[src/rtl/axil_iso_pkg.sv]
package axil_iso_pkg;

  typedef enum logic [1:0] {
    ST_PASS  = 2'd0,
    ST_DRAIN = 2'd1,
    ST_ISO   = 2'd2
  } iso_state_e;

  localparam logic [1:0] RESP_OKAY   = 2'b00;
  localparam logic [1:0] RESP_SLVERR = 2'b10;

endpackage

[src/rtl/axil_iso_cnt.sv]
module axil_iso_cnt #(
  parameter int MAX = 4
) (
  input  logic clk,
  input  logic rst_n,
  input  logic inc,
  input  logic dec,
  output logic full,
  output logic zero
);
  localparam int CNT_W = $clog2(MAX + 1);

  logic [CNT_W-1:0] cnt_q;
  logic [CNT_W-1:0] cnt_d;

  always_comb begin
    cnt_d = cnt_q;
    if (inc && !dec)      cnt_d = cnt_q + CNT_W'(1);
    else if (dec && !inc) cnt_d = cnt_q - CNT_W'(1);
  end

  always_ff @(posedge clk or negedge rst_n) begin
    if (!rst_n)           cnt_q <= '0;
    else if (inc != dec)  cnt_q <= cnt_d;
  end

  assign full = (cnt_q == CNT_W'(MAX));
  assign zero = (cnt_q == '0);

endmodule

[src/rtl/axil_iso_track.sv]
module axil_iso_track #(
  parameter int MAX_OUT = 4
) (
  input  logic clk,
  input  logic rst_n,
  input  logic aw_hs,
  input  logic w_hs,
  input  logic b_hs,
  input  logic ar_hs,
  input  logic r_hs,
  input  logic aw_pend,
  input  logic w_pend,
  input  logic ar_pend,
  output logic wr_full,
  output logic wr_zero,
  output logic rd_full,
  output logic rd_zero,
  output logic aw_lead,
  output logic w_lead,
  output logic w_floor,
  output logic bal_zero,
  output logic aw_stall,
  output logic w_stall,
  output logic ar_stall
);
  localparam int CNT_W = $clog2(MAX_OUT + 1);
  localparam int BAL_W = CNT_W + 1;
  localparam int NDIR  = 2;

  logic [NDIR-1:0] inc_v, dec_v, full_v, zero_v;

  assign inc_v = {ar_hs, aw_hs};
  assign dec_v = {r_hs, b_hs};

  for (genvar g = 0; g < NDIR; g++) begin : g_dir
    axil_iso_cnt #(.MAX(MAX_OUT)) u_cnt (
      .clk  (clk),
      .rst_n(rst_n),
      .inc  (inc_v[g]),
      .dec  (dec_v[g]),
      .full (full_v[g]),
      .zero (zero_v[g])
    );
  end

  assign wr_full = full_v[0];
  assign wr_zero = zero_v[0];
  assign rd_full = full_v[1];
  assign rd_zero = zero_v[1];

  // address-minus-data balance of writes seen by the subordinate
  logic signed [BAL_W-1:0] bal_q, bal_d;
  logic                    bal_en;

  assign bal_en = aw_hs ^ w_hs;

  always_comb begin
    bal_d = bal_q;
    if (aw_hs && !w_hs)      bal_d = bal_q + BAL_W'(1);
    else if (w_hs && !aw_hs) bal_d = bal_q - BAL_W'(1);
  end

  always_ff @(posedge clk or negedge rst_n) begin
    if (!rst_n)      bal_q <= '0;
    else if (bal_en) bal_q <= bal_d;
  end

  assign aw_lead  = (bal_q > 0);
  assign w_lead   = (bal_q < 0);
  assign bal_zero = (bal_q == '0);
  assign w_floor  = (bal_q == -BAL_W'(MAX_OUT));

  logic [2:0] stall_q, stall_d;

  assign stall_d = {ar_pend, w_pend, aw_pend};

  always_ff @(posedge clk or negedge rst_n) begin
    if (!rst_n) stall_q <= '0;
    else        stall_q <= stall_d;
  end

  assign aw_stall = stall_q[0];
  assign w_stall  = stall_q[1];
  assign ar_stall = stall_q[2];

endmodule

[src/rtl/axil_iso_ctrl.sv]
module axil_iso_ctrl
  import axil_iso_pkg::*;
(
  input  logic       clk,
  input  logic       rst_n,
  input  logic       iso_req,
  input  logic       quiet,
  input  logic       stub_idle,
  output iso_state_e state
);
  iso_state_e state_q, state_d;

  always_comb begin
    state_d = state_q;
    unique case (state_q)
      ST_PASS:  if (iso_req) state_d = ST_DRAIN;
      ST_DRAIN: begin
        if (!iso_req)   state_d = ST_PASS;
        else if (quiet) state_d = ST_ISO;
      end
      ST_ISO:   if (!iso_req && stub_idle) state_d = ST_PASS;
      default:  state_d = ST_PASS;
    endcase
  end

  always_ff @(posedge clk or negedge rst_n) begin
    if (!rst_n) state_q <= ST_PASS;
    else        state_q <= state_d;
  end

  assign state = state_q;

endmodule

[src/rtl/axil_iso_stub.sv]
module axil_iso_stub
  import axil_iso_pkg::*;
#(
  parameter int DATA_W = 32
) (
  input  logic              clk,
  input  logic              rst_n,
  input  logic              active,
  input  logic              iso_req,
  input  logic              awvalid,
  output logic              awready,
  input  logic              wvalid,
  output logic              wready,
  output logic              bvalid,
  input  logic              bready,
  output logic [1:0]        bresp,
  input  logic              arvalid,
  output logic              arready,
  output logic              rvalid,
  input  logic              rready,
  output logic [DATA_W-1:0] rdata,
  output logic [1:0]        rresp,
  output logic              idle
);
  logic aw_got_q, w_got_q, bv_q, rv_q;
  logic aw_got_d, w_got_d, bv_d, rv_d;
  logic aw_hs, w_hs, ar_hs;

  assign awready = active && !aw_got_q && !bv_q && (iso_req || w_got_q);
  assign wready  = active && !w_got_q && !bv_q && (iso_req || aw_got_q);
  assign arready = active && !rv_q && iso_req;

  assign aw_hs = awvalid && awready;
  assign w_hs  = wvalid && wready;
  assign ar_hs = arvalid && arready;

  always_comb begin
    aw_got_d = aw_got_q | aw_hs;
    w_got_d  = w_got_q | w_hs;
    bv_d     = bv_q && !bready;
    if (aw_got_d && w_got_d) begin
      bv_d     = 1'b1;
      aw_got_d = 1'b0;
      w_got_d  = 1'b0;
    end
    rv_d = ar_hs | (rv_q && !rready);
  end

  always_ff @(posedge clk or negedge rst_n) begin
    if (!rst_n) begin
      aw_got_q <= 1'b0;
      w_got_q  <= 1'b0;
      bv_q     <= 1'b0;
      rv_q     <= 1'b0;
    end else begin
      aw_got_q <= aw_got_d;
      w_got_q  <= w_got_d;
      bv_q     <= bv_d;
      rv_q     <= rv_d;
    end
  end

  assign bvalid = bv_q;
  assign bresp  = RESP_SLVERR;
  assign rvalid = rv_q;
  assign rdata  = '0;
  assign rresp  = RESP_SLVERR;
  assign idle   = !aw_got_q && !w_got_q && !bv_q && !rv_q;

endmodule

[src/rtl/axil_iso_gate.sv]
module axil_iso_gate
  import axil_iso_pkg::*;
#(
  parameter int ADDR_W  = 32,
  parameter int DATA_W  = 32,
  parameter int MAX_OUT = 4
) (
  input  logic                clk,
  input  logic                rst_n,
  input  logic                iso_req,
  output logic                iso_ack,
  input  logic                s_awvalid,
  output logic                s_awready,
  input  logic [ADDR_W-1:0]   s_awaddr,
  input  logic                s_wvalid,
  output logic                s_wready,
  input  logic [DATA_W-1:0]   s_wdata,
  input  logic [DATA_W/8-1:0] s_wstrb,
  output logic                s_bvalid,
  input  logic                s_bready,
  output logic [1:0]          s_bresp,
  input  logic                s_arvalid,
  output logic                s_arready,
  input  logic [ADDR_W-1:0]   s_araddr,
  output logic                s_rvalid,
  input  logic                s_rready,
  output logic [DATA_W-1:0]   s_rdata,
  output logic [1:0]          s_rresp,
  output logic                m_awvalid,
  input  logic                m_awready,
  output logic [ADDR_W-1:0]   m_awaddr,
  output logic                m_wvalid,
  input  logic                m_wready,
  output logic [DATA_W-1:0]   m_wdata,
  output logic [DATA_W/8-1:0] m_wstrb,
  input  logic                m_bvalid,
  output logic                m_bready,
  input  logic [1:0]          m_bresp,
  output logic                m_arvalid,
  input  logic                m_arready,
  output logic [ADDR_W-1:0]   m_araddr,
  input  logic                m_rvalid,
  output logic                m_rready,
  input  logic [DATA_W-1:0]   m_rdata,
  input  logic [1:0]          m_rresp
);
  iso_state_e state;
  logic in_pass, in_drain, in_iso;
  logic wr_full, wr_zero, rd_full, rd_zero;
  logic aw_lead, w_lead, w_floor, bal_zero;
  logic aw_stall, w_stall, ar_stall;
  logic aw_open, w_open, ar_open;
  logic quiet, stub_idle;
  logic stub_awready, stub_wready, stub_bvalid, stub_arready, stub_rvalid;
  logic [1:0] stub_bresp, stub_rresp;
  logic [DATA_W-1:0] stub_rdata;

  assign in_pass  = (state == ST_PASS);
  assign in_drain = (state == ST_DRAIN);
  assign in_iso   = (state == ST_ISO);

  // admission of each request channel toward the subordinate
  always_comb begin
    aw_open = 1'b0;
    w_open  = 1'b0;
    ar_open = 1'b0;
    if (in_pass) begin
      aw_open = aw_stall || !wr_full;
      w_open  = w_stall || !w_floor;
      ar_open = ar_stall || !rd_full;
    end else if (in_drain) begin
      aw_open = aw_stall || w_lead;
      w_open  = w_stall || aw_lead;
      ar_open = ar_stall;
    end
  end

  assign m_awvalid = s_awvalid && aw_open;
  assign m_wvalid  = s_wvalid && w_open;
  assign m_arvalid = s_arvalid && ar_open;
  assign m_bready  = s_bready && !in_iso;
  assign m_rready  = s_rready && !in_iso;

  assign m_awaddr = s_awaddr;
  assign m_wdata  = s_wdata;
  assign m_wstrb  = s_wstrb;
  assign m_araddr = s_araddr;

  assign s_awready = in_iso ? stub_awready : (m_awready && aw_open);
  assign s_wready  = in_iso ? stub_wready  : (m_wready && w_open);
  assign s_arready = in_iso ? stub_arready : (m_arready && ar_open);
  assign s_bvalid  = in_iso ? stub_bvalid  : m_bvalid;
  assign s_bresp   = in_iso ? stub_bresp   : m_bresp;
  assign s_rvalid  = in_iso ? stub_rvalid  : m_rvalid;
  assign s_rdata   = in_iso ? stub_rdata   : m_rdata;
  assign s_rresp   = in_iso ? stub_rresp   : m_rresp;

  axil_iso_track #(.MAX_OUT(MAX_OUT)) u_track (
    .clk     (clk),
    .rst_n   (rst_n),
    .aw_hs   (m_awvalid && m_awready),
    .w_hs    (m_wvalid && m_wready),
    .b_hs    (m_bvalid && m_bready),
    .ar_hs   (m_arvalid && m_arready),
    .r_hs    (m_rvalid && m_rready),
    .aw_pend (m_awvalid && !m_awready),
    .w_pend  (m_wvalid && !m_wready),
    .ar_pend (m_arvalid && !m_arready),
    .wr_full (wr_full),
    .wr_zero (wr_zero),
    .rd_full (rd_full),
    .rd_zero (rd_zero),
    .aw_lead (aw_lead),
    .w_lead  (w_lead),
    .w_floor (w_floor),
    .bal_zero(bal_zero),
    .aw_stall(aw_stall),
    .w_stall (w_stall),
    .ar_stall(ar_stall)
  );

  assign quiet = wr_zero && rd_zero && bal_zero && !aw_stall && !w_stall && !ar_stall;

  axil_iso_ctrl u_ctrl (
    .clk      (clk),
    .rst_n    (rst_n),
    .iso_req  (iso_req),
    .quiet    (quiet),
    .stub_idle(stub_idle),
    .state    (state)
  );

  axil_iso_stub #(.DATA_W(DATA_W)) u_stub (
    .clk    (clk),
    .rst_n  (rst_n),
    .active (in_iso),
    .iso_req(iso_req),
    .awvalid(s_awvalid),
    .awready(stub_awready),
    .wvalid (s_wvalid),
    .wready (stub_wready),
    .bvalid (stub_bvalid),
    .bready (s_bready),
    .bresp  (stub_bresp),
    .arvalid(s_arvalid),
    .arready(stub_arready),
    .rvalid (stub_rvalid),
    .rready (s_rready),
    .rdata  (stub_rdata),
    .rresp  (stub_rresp),
    .idle   (stub_idle)
  );

  assign iso_ack = in_iso;

endmodule

[config.mk]
export PLATFORM = sky130hd
export DESIGN_NAME = axil_iso_gate
export DESIGN_NICKNAME = d
export VERILOG_FILES = /design/src/rtl/axil_iso_pkg.sv /design/src/rtl/axil_iso_cnt.sv /design/src/rtl/axil_iso_track.sv /design/src/rtl/axil_iso_ctrl.sv /design/src/rtl/axil_iso_stub.sv /design/src/rtl/axil_iso_gate.sv
export SDC_FILE = /design/constraint.sdc
export NUM_CORES = 1
export LEC_CHECK = 0
export BUFFER_PORTS_ARGS = -buffer_cell sky130_fd_sc_hd__buf_2
export CAP_MARGIN = 20
export CORE_AREA = 2 2 115 117
export DETAILED_ROUTE_END_ITERATION = 10
export DIE_AREA = 0 0 117 119
export SETUP_SLACK_MARGIN = 0.15
export SYNTH_ARGS = -nofsm -noshare
export SYNTH_HDL_FRONTEND = slang
export SYNTH_SLANG_ARGS = --single-unit
[constraint.sdc]
create_clock -name clk -period 6.3 [get_ports clk]
set_clock_uncertainty 0.2 [all_clocks]
set_input_delay 1.26 -clock clk [delete_from_list [all_inputs] [get_ports clk]]
set_output_delay 1.26 -clock clk [all_outputs]
set_load 0.005 [all_outputs]
==> Yosys cells after proc, flatten, opt, wreduce, memory -nomap -nowiden <==
Cells that the tools add are included.
{ "classes": {"n_eq_ne": 10, "n_mux": 28, "n_addsub": 6, "magnitude_cmp": 2, "bitwise": 4, "reduce_logical": 85} }
{ "ops": {"columns": ["op", "n"], "rows": [
  ["$logic_and A1 B1 Y1", 45],
  ["$mux W32", 1],
  ["$logic_not A1 Y1", 22],
  ["$mux W1", 14],
  ["$mux W2", 6],
  ["$mux W3", 4],
  ["$mux W4", 2],
  ["$logic_or A1 B1 Y1", 7],
  ["$add A3 B1 Y3 const B", 2],
  ["$eq A3 B3 Y1 const B", 2],
  ["$logic_not A3 Y1", 2],
  ["$pmux W2 S3", 1],
  ["$reduce_and A2 Y1", 3],
  ["$reduce_bool A2 Y1", 3],
  ["$sub A3 B1 Y3 const B", 2],
  ["$add A4 B2 Y4 const B", 1],
  ["$eq A4 B3 Y1 const B", 1],
  ["$gt A4 B1 Y1 const B", 1],
  ["$logic_not A4 Y1", 1],
  ["$lt A4 B1 Y1 const B", 1],
  ["$sub A4 B2 Y4 const B", 1],
  ["$ne A3 B2 Y1 const B", 1],
  ["$or A1 B1 Y1", 3],
  ["$reduce_and A3 Y1", 1],
  ["other kinds (7)", 8]
]} }
{ "word_totals": {"elab_cells": 144, "in_bits": 149, "register_bits": 19, "out_inout_bits": 147} }

==> Longest topological paths before layout <==
Gate-level depths: netlist of the first run.
{ "depth": {"ltp_word": 10, "depth_mapped": 10, "depth_no_buf": 9} }

==> By module <==
From an unflattened synthesis of the first run, not the netlist that was laid out.
{ "unflattened": {"cells_unflattened": 389, "hier_area_um2": 2775.2} }
{ "by_module_without_submodules": {"columns": ["mod", "seq_area_each_um2", "instances", "area_each_um2", "cells_each"], "rows": [
  ["axil_iso_gate", 0.0, 1, 1458.9, 256],
  ["axil_iso_stub", 100.1, 1, 480.5, 60],
  ["axil_iso_track", 175.2, 1, 406.6, 37],
  ["axil_iso_cnt", 75.1, 2, 168.9, 14],
  ["axil_iso_ctrl", 50.0, 1, 91.3, 8]
]} }

==> Worst setup path after synthesis of the first run <==
No wires, ideal clock.
{ "synth_timing": {"path_kind": "input -> register", "startpoint": "in s_awvalid", "endpoint": "reg u_track.bal_q[3]", "setup_slack_ns": 2.781, "path_stages": 9, "t_arrival_ns": 3.188, "required_ns": 5.969, "path_buffers": 0, "setup_ns": 0.131, "path_cell_list": "inv_1 -> a2111oi_2 -> and2_1 -> ha_1 -> inv_1 -> ha_1 -> or4_1 -> o211ai_1 -> o211ai_1"} }
{ "synth_between": {"elab_chain_len": 6, "word_cells_on_any_way": 9, "classes_between": "mux (1); bitwise (1); reduce/logical (7)"} }
{ "synth_lines": {"columns": ["item", "line", "rtl"], "rows": [
  ["start, declared", "axil_iso_gate.sv:12", "input logic s_awvalid,"],
  ["$logic_and A1 B1 Y1 (*)", "axil_iso_gate.sv:78", "assign m_awvalid = s_awvalid && aw_open;"],
  ["named net m_awvalid", "axil_iso_gate.sv:29", "output logic m_awvalid,"],
  ["$logic_and A1 B1 Y1 (*)", "axil_iso_gate.sv:101", ".aw_hs (m_awvalid && m_awready),"],
  ["$logic_not A1 Y1", "axil_iso_track.sv:60", "else if (w_hs && !aw_hs) bal_d = bal_q - BAL_W'(1);"],
  ["$logic_and A1 B1 Y1", "axil_iso_track.sv:60", null],
  ["$reduce_bool A2 Y1 (no line)", null, null],
  ["$reduce_and A2 Y1 (no line)", null, null],
  ["end signal, assigned", "axil_iso_track.sv:65", "else if (bal_en) bal_q <= bal_d;"],
  ["end, declared", "axil_iso_track.sv:52", "logic signed [BAL_W-1:0] bal_q, bal_d;"]
]} }
The timed path passes the listed nets; every way through them passes the cells marked *.
A chain may end at the register's enable or synchronous reset.

==> Worst setup path in the final report of the first run <==
{ "layout_timing": {"startpoint": "in s_awvalid", "endpoint": "reg u_track.bal_q[3]"} }
{ "layout_between": {"elab_chain_len": 6, "word_cells_on_any_way": 9, "classes_between": "mux (1); bitwise (1); reduce/logical (7)"} }
{ "layout_lines": {"columns": ["item", "line"], "rows": [
  ["$logic_and A1 B1 Y1 (*)", "axil_iso_gate.sv:78"],
  ["$logic_and A1 B1 Y1 (*)", "axil_iso_gate.sv:101"],
  ["$logic_not A1 Y1", "axil_iso_track.sv:60"],
  ["$logic_and A1 B1 Y1", "axil_iso_track.sv:60"],
  ["$reduce_bool A2 Y1 (no line)", null],
  ["$reduce_and A2 Y1 (no line)", null]
]} }
Every way passes the cells marked *; elsewhere a longest branch is shown, timed or not.

==> results of run 1 <==
[where the power goes]
part,switching [mW],internal [mW]
logic,0.120,0.131
registers,0.0561,0.161
clock network,0.0446,0.0860
[metal layers]
metal	vias to the layer above	wire length (microns)	GRT usage
met5	-	0	0
met4	0	257	0.0441
met3	30	501	0.0224
met2	103	3130	0.146
met1	757	2580	0.108
li1	742	-	-
[area by class of cell]
| class | count | area, sq um |
|---|---|---|
| Multi-Input combinational cell | 128 | 927 |
| Sequential cell | 19 | 475 |
| Inverter | 9 | 33.8 |
| Clock buffer | 4 | 78.8 |
| Fill cell | 1451 | 10600 |
| Timing Repair Buffer | 96 | 490 |
| Tap cell | 176 | 220 |
[sequential cells by signal, summed over array words and instances, names as in the netlist]
name and cells:
u_track.g_dir.u_cnt.cnt_q 6, u_track.bal_q 4, u_track.stall_q 3, u_ctrl.state 2, u_stub.aw_got_q 1, u_stub.bvalid 1
u_stub.rvalid 1, u_stub.w_got_q 1
[cell usage after synthesis, types with 3 or more instances]
library cell    n  area [sq um]
o211ai_1        3          22.5
nor3b_1         3          22.5
xor2_1          4          35.0
ha_1            5          62.6
mux2_2          3          33.8
nor2_1          3          11.3
o21ai_0         3          15.0
fa_1            3          60.1
nand3_1         3          15.0
nor2b_1         5          31.3
buf_4         100           751
inv_1           9          33.8
dfrtp_1        19           475
and2_1         37           231
a21oi_1         3          15.0
nand2b_1        5          31.3
nor3_1          5          25.0
nand2_1        13          48.8
xnor2_1         4          35.0
clkbuf_1        6          22.5
[metrics by stage]
step,hold WS [ns],util
floorplan,0.256,-
global placement,0.288,0.166
detailed placement,0.289,0.166
CTS,0.296,0.172
global route,0.334,0.173
finish,0.298,0.173
[cells by family (layout without fill, tap and decap cells)]
logic type	count (synthesis)	after routing	share of synthesized area
multiplexers	5	5	0.0243
adder cells (fa/ha/maj)	8	8	0.0555
flip-flops	19	19	0.215
AND/OR/NAND/NOR	88	88	0.239
AO/OA/AOI/OAI	19	19	0.0691
XOR/XNOR	8	8	0.0317
buffers and inverters	115	109	0.365
[worst max-delay path by stage]
| stage | from | endpoint | slack [ns] | cells after the start |
|---|---|---|---|---|
| 2_1_floorplan | s_awvalid | u_track.bal_q[3]$_DFFE_PN0P_ | 2.78 | 9 |
| 5_1_grt | s_awvalid | u_track.bal_q[3]$_DFFE_PN0P_ | 2.60 | 10 |
| 4_1_cts | u_ctrl.state[1]$_DFFE_PN0P_ | s_arready | 2.54 | 5 |
| 6_report | s_awvalid | u_track.bal_q[3]$_DFFE_PN0P_ | 2.69 | 10 |
| 3_3_place_gp | s_awvalid | u_track.bal_q[3]$_DFFE_PN0P_ | 2.68 | 10 |
| 3_5_place_dp | s_awvalid | u_track.bal_q[3]$_DFFE_PN0P_ | 2.45 | 10 |
[critical path, stage by stage]
cell and delay, ns:
buf_2 0.09, inv_1 0.06, a2111oi_2 0.36, and2_1 0.23, ha_1 0.25, inv_1 0.13, ha_1 0.36, or4_1 0.55
o211ai_1 0.13, o211ai_1 0.11
==> flow_metrics.py, run 1 <==
metrics = {
    "route": {
        "drt_iter0_drc": 54,
        "ant_nets": 0,
        "vias": 1632,
        "route.detailed.drc": 0,
        "via_per_inst": 3.78,
        "dr.pass1.iters": 4,
        "wl_per_cell_microns": 15.0,
        "routed_wirelength_mm": 6.47,
    },
    "global_route": {
        "grt_max_degree": 43,
        "overflow": 0,
        "grtUsageTotal": 0.0894,
        "antenna_found_initial": 0,
        "grt_pass1_wl_mm": 9.31,
        "grt_pass1_vias": 1648,
    },
    "floorplanning": {
        "die_h_microns": 119,
        "core_sq_um": 12900,
        "fp-row-count": 42,
        "ios": 296,
        "die-area_sq_um": 13900,
        "start_util": 0.172,
        "die_x_microns": 117,
    },
    "logic_synthesis": {
        "syn_area_sq_um": 2210,
        "seq_area_frac_synth": 0.215,
        "synth_nets": 419,
        "synth_seq_cells": 19,
        "ys.warnings.count": 0,
        "ys_async_sr_fraction": 1.00,
        "ys.flop_type": "dfrtp_1",
        "synth_edf_count": 0,
        "ys_types": 39,
        "syn_area_per_cell_sq_um": 8.43,
        "syn_inst": 262,
    },
    "pwr": {
        "power_density_nw_per_um2": 269,
        "irDropWorstVdd_mv": 0.0897,
        "leakage_nw": 1.02,
        "finalPower_mw": 0.599,
    },
    "clocking": {
        "clkLatencyLatePin_ns": 0.25,
        "cts_resized": 0,
        "h-tree-depth": 1,
        "post_cts_buffers": 0,
        "clkSlewWorstSetupHoldPaths_ns": 0.05,
        "hold_buffers": 0,
        "cts_tree": "done",
        "cts_buffers": 3,
        "cts.sinks": 19,
        "cts_root_buf": "clkbuf_16",
        "cts_buffer_depth": 2,
    },
    "placement": {
        "dp_slack_ns": 2.45,
        "gp_congestion": 0.834,
        "dpl-instance-area_sq_um": 2130,
        "placedCellCount": 427,
        "io_buffers": 95,
        "dp_hpwl_mm": 5.64,
    },
    "layout": {
        "final_common_cell": "buf_2",
        "area_growth_pct": 0.736,
        "antenna_cells": 0,
        "final_cells": 432,
        "final_cell_mix": "buf_2, and2_1, dfrtp_1",
        "layout-drive-gt1-share": 0.422,
        "finalNetCount": 414,
        "finish.instance_area_sq_um": 2230,
    },
    "min_path": {
        "hp-class": "reg2reg",
        "hp-start": "u_track.g_dir[0].u_cnt.cnt_q[2]$_DFFE_PN0P_",
        "hold_depth": 1,
        "hold_path_end": "u_track.g_dir[0].u_cnt.cnt_q[2]$_DFFE_PN0P_",
    },
    "critical_path": {
        "rrSetupSlack_ns": 3.00,
        "cp_max_fo": 6,
        "critPathArrivalTime_ns": 3.54,
        "end_kind": "register",
        "r2r_start": "u_track.bal_q[0]$_DFFE_PN0P_",
        "crit_required_ns": 6.22,
        "cp-start-kind": "input port",
        "r2r_cells": 9,
        "rr_endpoint": "u_track.bal_q[3]$_DFFE_PN0P_",
        "critPathKind": "in2reg",
    },
    "sta": {
        "hold_viol_final": 0,
        "fin_crit_sh": 0.573,
        "rsz0062_at_grt": "no",
        "setup_slack_ns": 2.69,
        "tns_ns": 0,
        "min_period_ns": 3.61,
        "max_slew.worst_pin.slew_ns": 0.482,
        "fmax_mhz": 277,
        "max-slew-margin-rel": 0.676,
        "setup_viol": 0,
        "drv_slew": 0,
    },
    "run_status": {
        "status": "finished clean",
    },
    "job": {
        "cap_violations": 0,
    },
}
(Power assumes the default switching activity.)
==> run 2: changes to the inputs <==
clock period = 3.7 ns   (was 6.3 ns; I/O delays follow)
==> flow_metrics.py, run 2 (synthesized netlist as in run 1, its figures left out) <==
metrics = {
    "sta": {
        "min_period_ns": 3.18,
        "setup_viol": 0,
        "drv_slew": 0,
        "fin_crit_sh": 0.860,
        "fmax_mhz": 314,
        "rsz0062_at_grt": "no",
        "hold_viol_final": 0,
        "max_slew.worst_pin.slew_ns": 0.462,
        "max-slew-margin-rel": 0.691,
        "tns_ns": 0,
        "setup_slack_ns": 0.520,
    },
    "critical_path": {
        "r2r_start": "u_track.bal_q[0]$_DFFE_PN0P_",
        "critPathArrivalTime_ns": 3.11,
        "end_kind": "register",
        "cpPeakStageDelay_ns": 0.58,
        "cp-start-kind": "register",
        "slowest_stage": "or4b_4",
        "r2r_cells": 9,
        "rrSetupSlack_ns": 0.52,
        "crit_chain": "or4b_4, a31oi_4, or3_1, ha_1, inv_1, ha_1, or4_1, o211ai_1, o211ai_1",
        "cp_max_fo": 7,
        "rr_endpoint": "u_track.bal_q[3]$_DFFE_PN0P_",
        "crit_required_ns": 3.63,
        "crit_buf_inv": 1,
        "path_delay_family": "simple AND/OR/NAND/NOR gates",
        "critPathKind": "reg2reg",
    },
    "global_route": {
        "grt_pass1_wl_mm": 9.60,
        "grtUsageTotal": 0.0927,
        "grt_max_degree": 22,
        "overflow": 0,
        "grt_pass1_vias": 1702,
        "antenna_found_initial": 1,
    },
    "floorplanning": {
        "core_sq_um": 12900,
        "die_x_microns": 117,
        "ios": 296,
        "die_h_microns": 119,
        "fp-row-count": 42,
        "die-area_sq_um": 13900,
        "start_util": 0.172,
    },
    "route": {
        "route.detailed.drc": 0,
        "routed_wirelength_mm": 6.54,
        "ant_nets": 0,
        "via_per_inst": 3.79,
        "drt_iter0_drc": 92,
        "wl_per_cell_microns": 15.1,
        "vias": 1646,
        "dr.pass1.iters": 4,
    },
    "pwr": {
        "irDropWorstVdd_mv": 0.145,
        "power_density_nw_per_um2": 457,
        "leakage_nw": 1.02,
    },
    "clocking": {
        "post_cts_buffers": 0,
        "hold_buffers": 0,
        "clkLatencyLatePin_ns": 0.25,
        "cts_resized": 0,
        "cts.sinks": 19,
        "h-tree-depth": 1,
        "cts_buffers": 3,
        "cts_root_buf": "clkbuf_16",
        "cts_tree": "done",
        "cts_buffer_depth": 2,
        "clkSlewWorstSetupHoldPaths_ns": 0.06,
    },
    "layout": {
        "finish.instance_area_sq_um": 2230,
        "final_common_cell": "buf_2",
        "final_cells": 434,
        "layout-drive-gt1-share": 0.426,
        "final_cell_mix": "buf_2, and2_1, dfrtp_1",
        "antenna_cells": 0,
        "area_growth_pct": 1.08,
        "largest_reg_flops": 6,
        "top_register": "u_track.g_dir.u_cnt.cnt_q",
        "fillers": 1452,
        "largestRegisters": "u_track.g_dir.u_cnt.cnt_q (6), u_track.bal_q (4), u_track.stall_q (3)",
        "finalNetCount": 416,
    },
    "job": {
        "cap_violations": 0,
    },
    "min_path": {
        "hp-class": "in2async",
    },
    "placement": {
        "dp_hpwl_mm": 5.73,
        "placedCellCount": 430,
        "io_buffers": 95,
        "dp_slack_ns": 0.430,
        "dpl-instance-area_sq_um": 2150,
        "gp_congestion": 0.861,
    },
    "run_status": {
        "status": "finished clean",
    },
}
-- run 2: changes by cell type in the layout (fill, tap and decap cells not counted) --
| cell | delta |
|---|---|
| buf_4 | +3 |
| buf_8 | -1 |
-- run 2: worst max path at each step --
stage / cells past startpoint / slack, ns / startpoint / endpoint
6_report: 9 / 0.52 / u_track.bal_q[0]$_DFFE_PN0P_ / u_track.bal_q[3]$_DFFE_PN0P_
5_1_grt: 9 / 0.39 / u_track.bal_q[0]$_DFFE_PN0P_ / u_track.bal_q[3]$_DFFE_PN0P_
4_1_cts: 9 / 0.50 / u_track.bal_q[0]$_DFFE_PN0P_ / u_track.bal_q[3]$_DFFE_PN0P_
3_5_place_dp: 10 / 0.43 / s_awvalid / u_track.bal_q[3]$_DFFE_PN0P_
3_3_place_gp: 10 / 0.58 / s_awvalid / u_track.bal_q[3]$_DFFE_PN0P_
2_1_floorplan: 9 / 0.70 / s_awvalid / u_track.bal_q[3]$_DFFE_PN0P_
-- run 2: power breakdown --
part           internal (mW)  total, mW  switching [mW]
Sequential             0.274      0.367          0.0936
Combinational          0.225      0.428           0.203
Clock                  0.147      0.225          0.0784
Total                  0.645       1.02           0.375
-- run 2: cell type report --
cell class / instances / area (sq um) / area share
inverters: 9 / 33.8 / 0.0151
multi-input cells: 128 / 927 / 0.415
well taps: 176 / 220 / 0.0986
flip-flops and latches: 19 / 475 / 0.213
repair buffers: 98 / 498 / 0.223
clock buffers: 4 / 78.8 / 0.0353
-- run 2: metal layers --
metal | up-vias | share of wire | track usage
li1 | 745 | - | -
met1 | 747 | 0.38 | 0.108
met2 | 117 | 0.48 | 0.150
met3 | 37 | 0.080 | 0.0229
met4 | 0 | 0.058 | 0.0581
met5 | - | 0 | 0
-- run 2: metrics by stage --
stage / total power [mW] / hold WS (ns) / util
floorplan: 0.722 / 0.244 / -
global placement: 0.772 / 0.286 / 0.167
detailed placement: 0.801 / 0.298 / 0.167
CTS: 1.03 / 0.242 / 0.173
global route: 1.10 / 0.272 / 0.173
finish: 1.02 / 0.228 / 0.173
-- run 2: worst reg2reg max path: stages (launching register included) --
cell      delay [ns]
dfrtp_1         0.47
or4b_4          0.58
a31oi_4         0.23
or3_1           0.14
ha_1            0.24
inv_1           0.13
ha_1            0.37
or4_1           0.52
o211ai_1        0.10
o211ai_1        0.10
==> run 3: changes to the inputs <==
CAP_MARGIN = 10   (was 20)
CTS_CLUSTER_SIZE = 20   (was default)
SYNTH_HIERARCHICAL = 1   (was default)
==> flow_metrics.py, run 3 <==
metrics = {
    "logic_synthesis": {
        "synth_most_common_cell": "buf_4",
        "synth-simple-area-share": 0.284,
        "ys.flop_type": "dfrtp_1",
        "synth_top_family_by_area": "buffers and inverters",
        "synth_seq_cells": 19,
        "syn_inst": 389,
        "synth_compound_area_frac": 0.0446,
        "yosys-top-cells-area": "buf_4, dfrtp_1, nand2_1, ha_1, fa_1",
        "syn_area_per_cell_sq_um": 7.13,
        "ys_types": 41,
        "seq_area_frac_synth": 0.171,
        "synthMuxAreaShare": 0.0158,
        "synth_edf_count": 0,
        "yosysTopAreaCell": "buf_4",
        "synth-xor-area-share": 0.0252,
        "synth_top_area_share": 0.381,
        "ys_async_sr_fraction": 1.00,
        "syn_area_sq_um": 2780,
        "synth_fa_ha_area_frac": 0.0442,
        "ys.warnings.count": 6,
        "synth_common_cells": "buf_4, nand2_1, dfrtp_1",
    },
    "floorplanning": {
        "start_util": 0.216,
        "die-area_sq_um": 13900,
        "die_h_microns": 119,
        "fp-row-count": 42,
        "core_sq_um": 12900,
        "die_x_microns": 117,
        "ios": 296,
    },
    "layout": {
        "antenna_cells": 0,
        "layout-drive-gt1-share": 0.291,
        "final_common_cell": "nand2_1",
        "final_cell_mix": "nand2_1, buf_2, conb_1",
        "final_cells": 554,
        "largestRegisters": "u_track/g_dir.u_cnt/cnt_q (6), u_track/bal_q (4), u_track/stall_q (3)",
        "finalNetCount": 536,
        "largest_reg_flops": 6,
        "top_register": "u_track/g_dir.u_cnt/cnt_q",
        "area_growth_pct": -6.76,
    },
    "route": {
        "via_per_inst": 3.67,
        "wl_per_cell_microns": 11.7,
        "vias": 2034,
        "ant_nets": 0,
        "dr.pass1.iters": 4,
        "route.detailed.drc": 0,
        "drt_iter0_drc": 58,
        "routed_wirelength_mm": 6.50,
    },
    "critical_path": {
        "cp_max_fo": 7,
        "end_kind": "register",
        "rrSetupSlack_ns": 0.54,
        "critPathKind": "reg2reg",
        "r2r_start": "u_track/bal_q[0]$_DFFE_PN0P_",
        "crit_required_ns": 3.63,
        "critPathLaunch": "u_track/bal_q[0]$_DFFE_PN0P_",
        "critPathArrivalTime_ns": 3.08,
        "cp-start-kind": "register",
    },
    "global_route": {
        "antenna_found_initial": 0,
        "grt_pass1_wl_mm": 9.71,
        "grt_busiest_layer": "met2",
        "grt_use_met1": 0.0990,
        "grt_max_degree": 43,
        "grt_use_met3": 0.0397,
        "met2_usage": 0.137,
        "grtUsageTotal": 0.0889,
        "grt_pass1_vias": 1891,
        "overflow": 0,
    },
    "clocking": {
        "hold_buffers": 0,
        "clkSlewWorstSetupHoldPaths_ns": 0.06,
        "post_cts_buffers": 0,
        "cts_root_buf": "clkbuf_16",
        "cts_buffer_depth": 2,
        "cts_tree": "done",
        "clkLatencyLatePin_ns": 0.25,
        "h-tree-depth": 1,
        "cts_resized": 0,
        "cts_buffers": 3,
        "cts.sinks": 19,
    },
    "placement": {
        "placedCellCount": 550,
        "dp_hpwl_mm": 5.21,
        "dp_slack_ns": 0.565,
        "io_buffers": 95,
        "gp_congestion": 0.772,
    },
    "sta": {
        "fin_crit_sh": 0.853,
        "rsz0062_at_grt": "no",
        "setup_slack_ns": 0.545,
        "drv_slew": 0,
        "setup_viol": 0,
        "min_period_ns": 3.16,
        "whs_ns": 0.226,
        "tns_ns": 0,
        "hold_viol_final": 0,
        "fmax_mhz": 317,
    },
    "pwr": {
        "power_density_nw_per_um2": 387,
        "irDropWorstVdd_mv": 0.298,
        "leakage_nw": 1.38,
    },
    "run_status": {
        "status": "finished clean",
    },
    "job": {
        "cap_violations": 0,
    },
    "min_path": {
        "hp-class": "in2async",
    },
}
==> run 3: changes by cell type in the layout (fill, tap and decap cells not counted), moves of 3 or more <==
cell      previous run  this run
nand2_1             13       122
conb_1               0        36
and2_1              37         3
nor2_1               3         9
o21ai_1              0         4
nand3b_1             1         4
nor3_1               5         8
o211ai_1             3         0
==> run 3: layout make-up <==
type / count / area, sq um
well taps: 176 / 220
multi-input cells: 249 / 1280
fillers: 1464 / 10300
clock buffers: 3 / 75.1
flip-flops and latches: 19 / 475
inverters: 9 / 36.3
repair buffers: 97 / 490
clock inverters: 1 / 5.00
==> run 3: worst paths after layout <==
path	endpoint	depth (start not counted)
hold / removal	u_track/g_dir[0].u_cnt/cnt_q[2]$_DFFE_PN0P_	1
setup / recovery	u_track/bal_q[3]$_DFFE_PN0P_	11
hold reg to reg	u_track/g_dir[1].u_cnt/cnt_q[2]$_DFFE_PN0P_	1
max in group asynchronous	u_stub/rvalid$_DFF_PN0_	1
setup reg to reg	u_track/bal_q[3]$_DFFE_PN0P_	11
min in group clk	u_track/g_dir[1].u_cnt/cnt_q[2]$_DFFE_PN0P_	1
==> run 3: worst max-delay path: stages, from the launching register on <==
cell and delay [ns]:
dfrtp_1 0.47, nor3_1 0.23, nor2_1 0.06, a211oi_1 0.42
nor3b_1 0.11, inv_1 0.07, ha_1 0.24, inv_1 0.14
ha_1 0.40, or4_4 0.54, o211ai_2 0.09, o211ai_2 0.08
==> run 3: per-layer routing <==
layer | vias to the layer above | part of all wire
li1 | 1029 | -
met4 | 0 | 0.059
met1 | 848 | 0.40
met2 | 103 | 0.42
met5 | - | 0
met3 | 54 | 0.12
==> run 3: report_power, final <==
group | internal [mW] | total, mW | switching [mW] | leakage (nW)
Sequential | 0.278 | 0.370 | 0.0924 | 0.239
Clock | 0.145 | 0.223 | 0.0780 | 0.0409
Combinational | 0.214 | 0.407 | 0.193 | 1.10
Total | 0.637 | 1.00 | 0.363 | 1.38
==> run 3: cells by family (layout without fill, tap and decap cells) <==
kind of cell | count (synthesis) | in the layout
xor+xnor | 8 | 8
other cells | 2 | 36
compound gates | 17 | 17
flops | 19 | 19
simple gates | 176 | 176
fa+ha+maj | 8 | 8
mux | 4 | 4
buf+inv | 155 | 110
==> run 3: stage by stage <==
stage / util / power (mW) / instance area [sq um]
floorplan: - / 0.761 / 2900
global placement: 0.195 / 0.781 / 2510
detailed placement: 0.195 / 0.781 / 2510
CTS: 0.201 / 1.01 / 2590
global route: 0.201 / 1.10 / 2590
finish: 0.201 / 1.00 / 2590
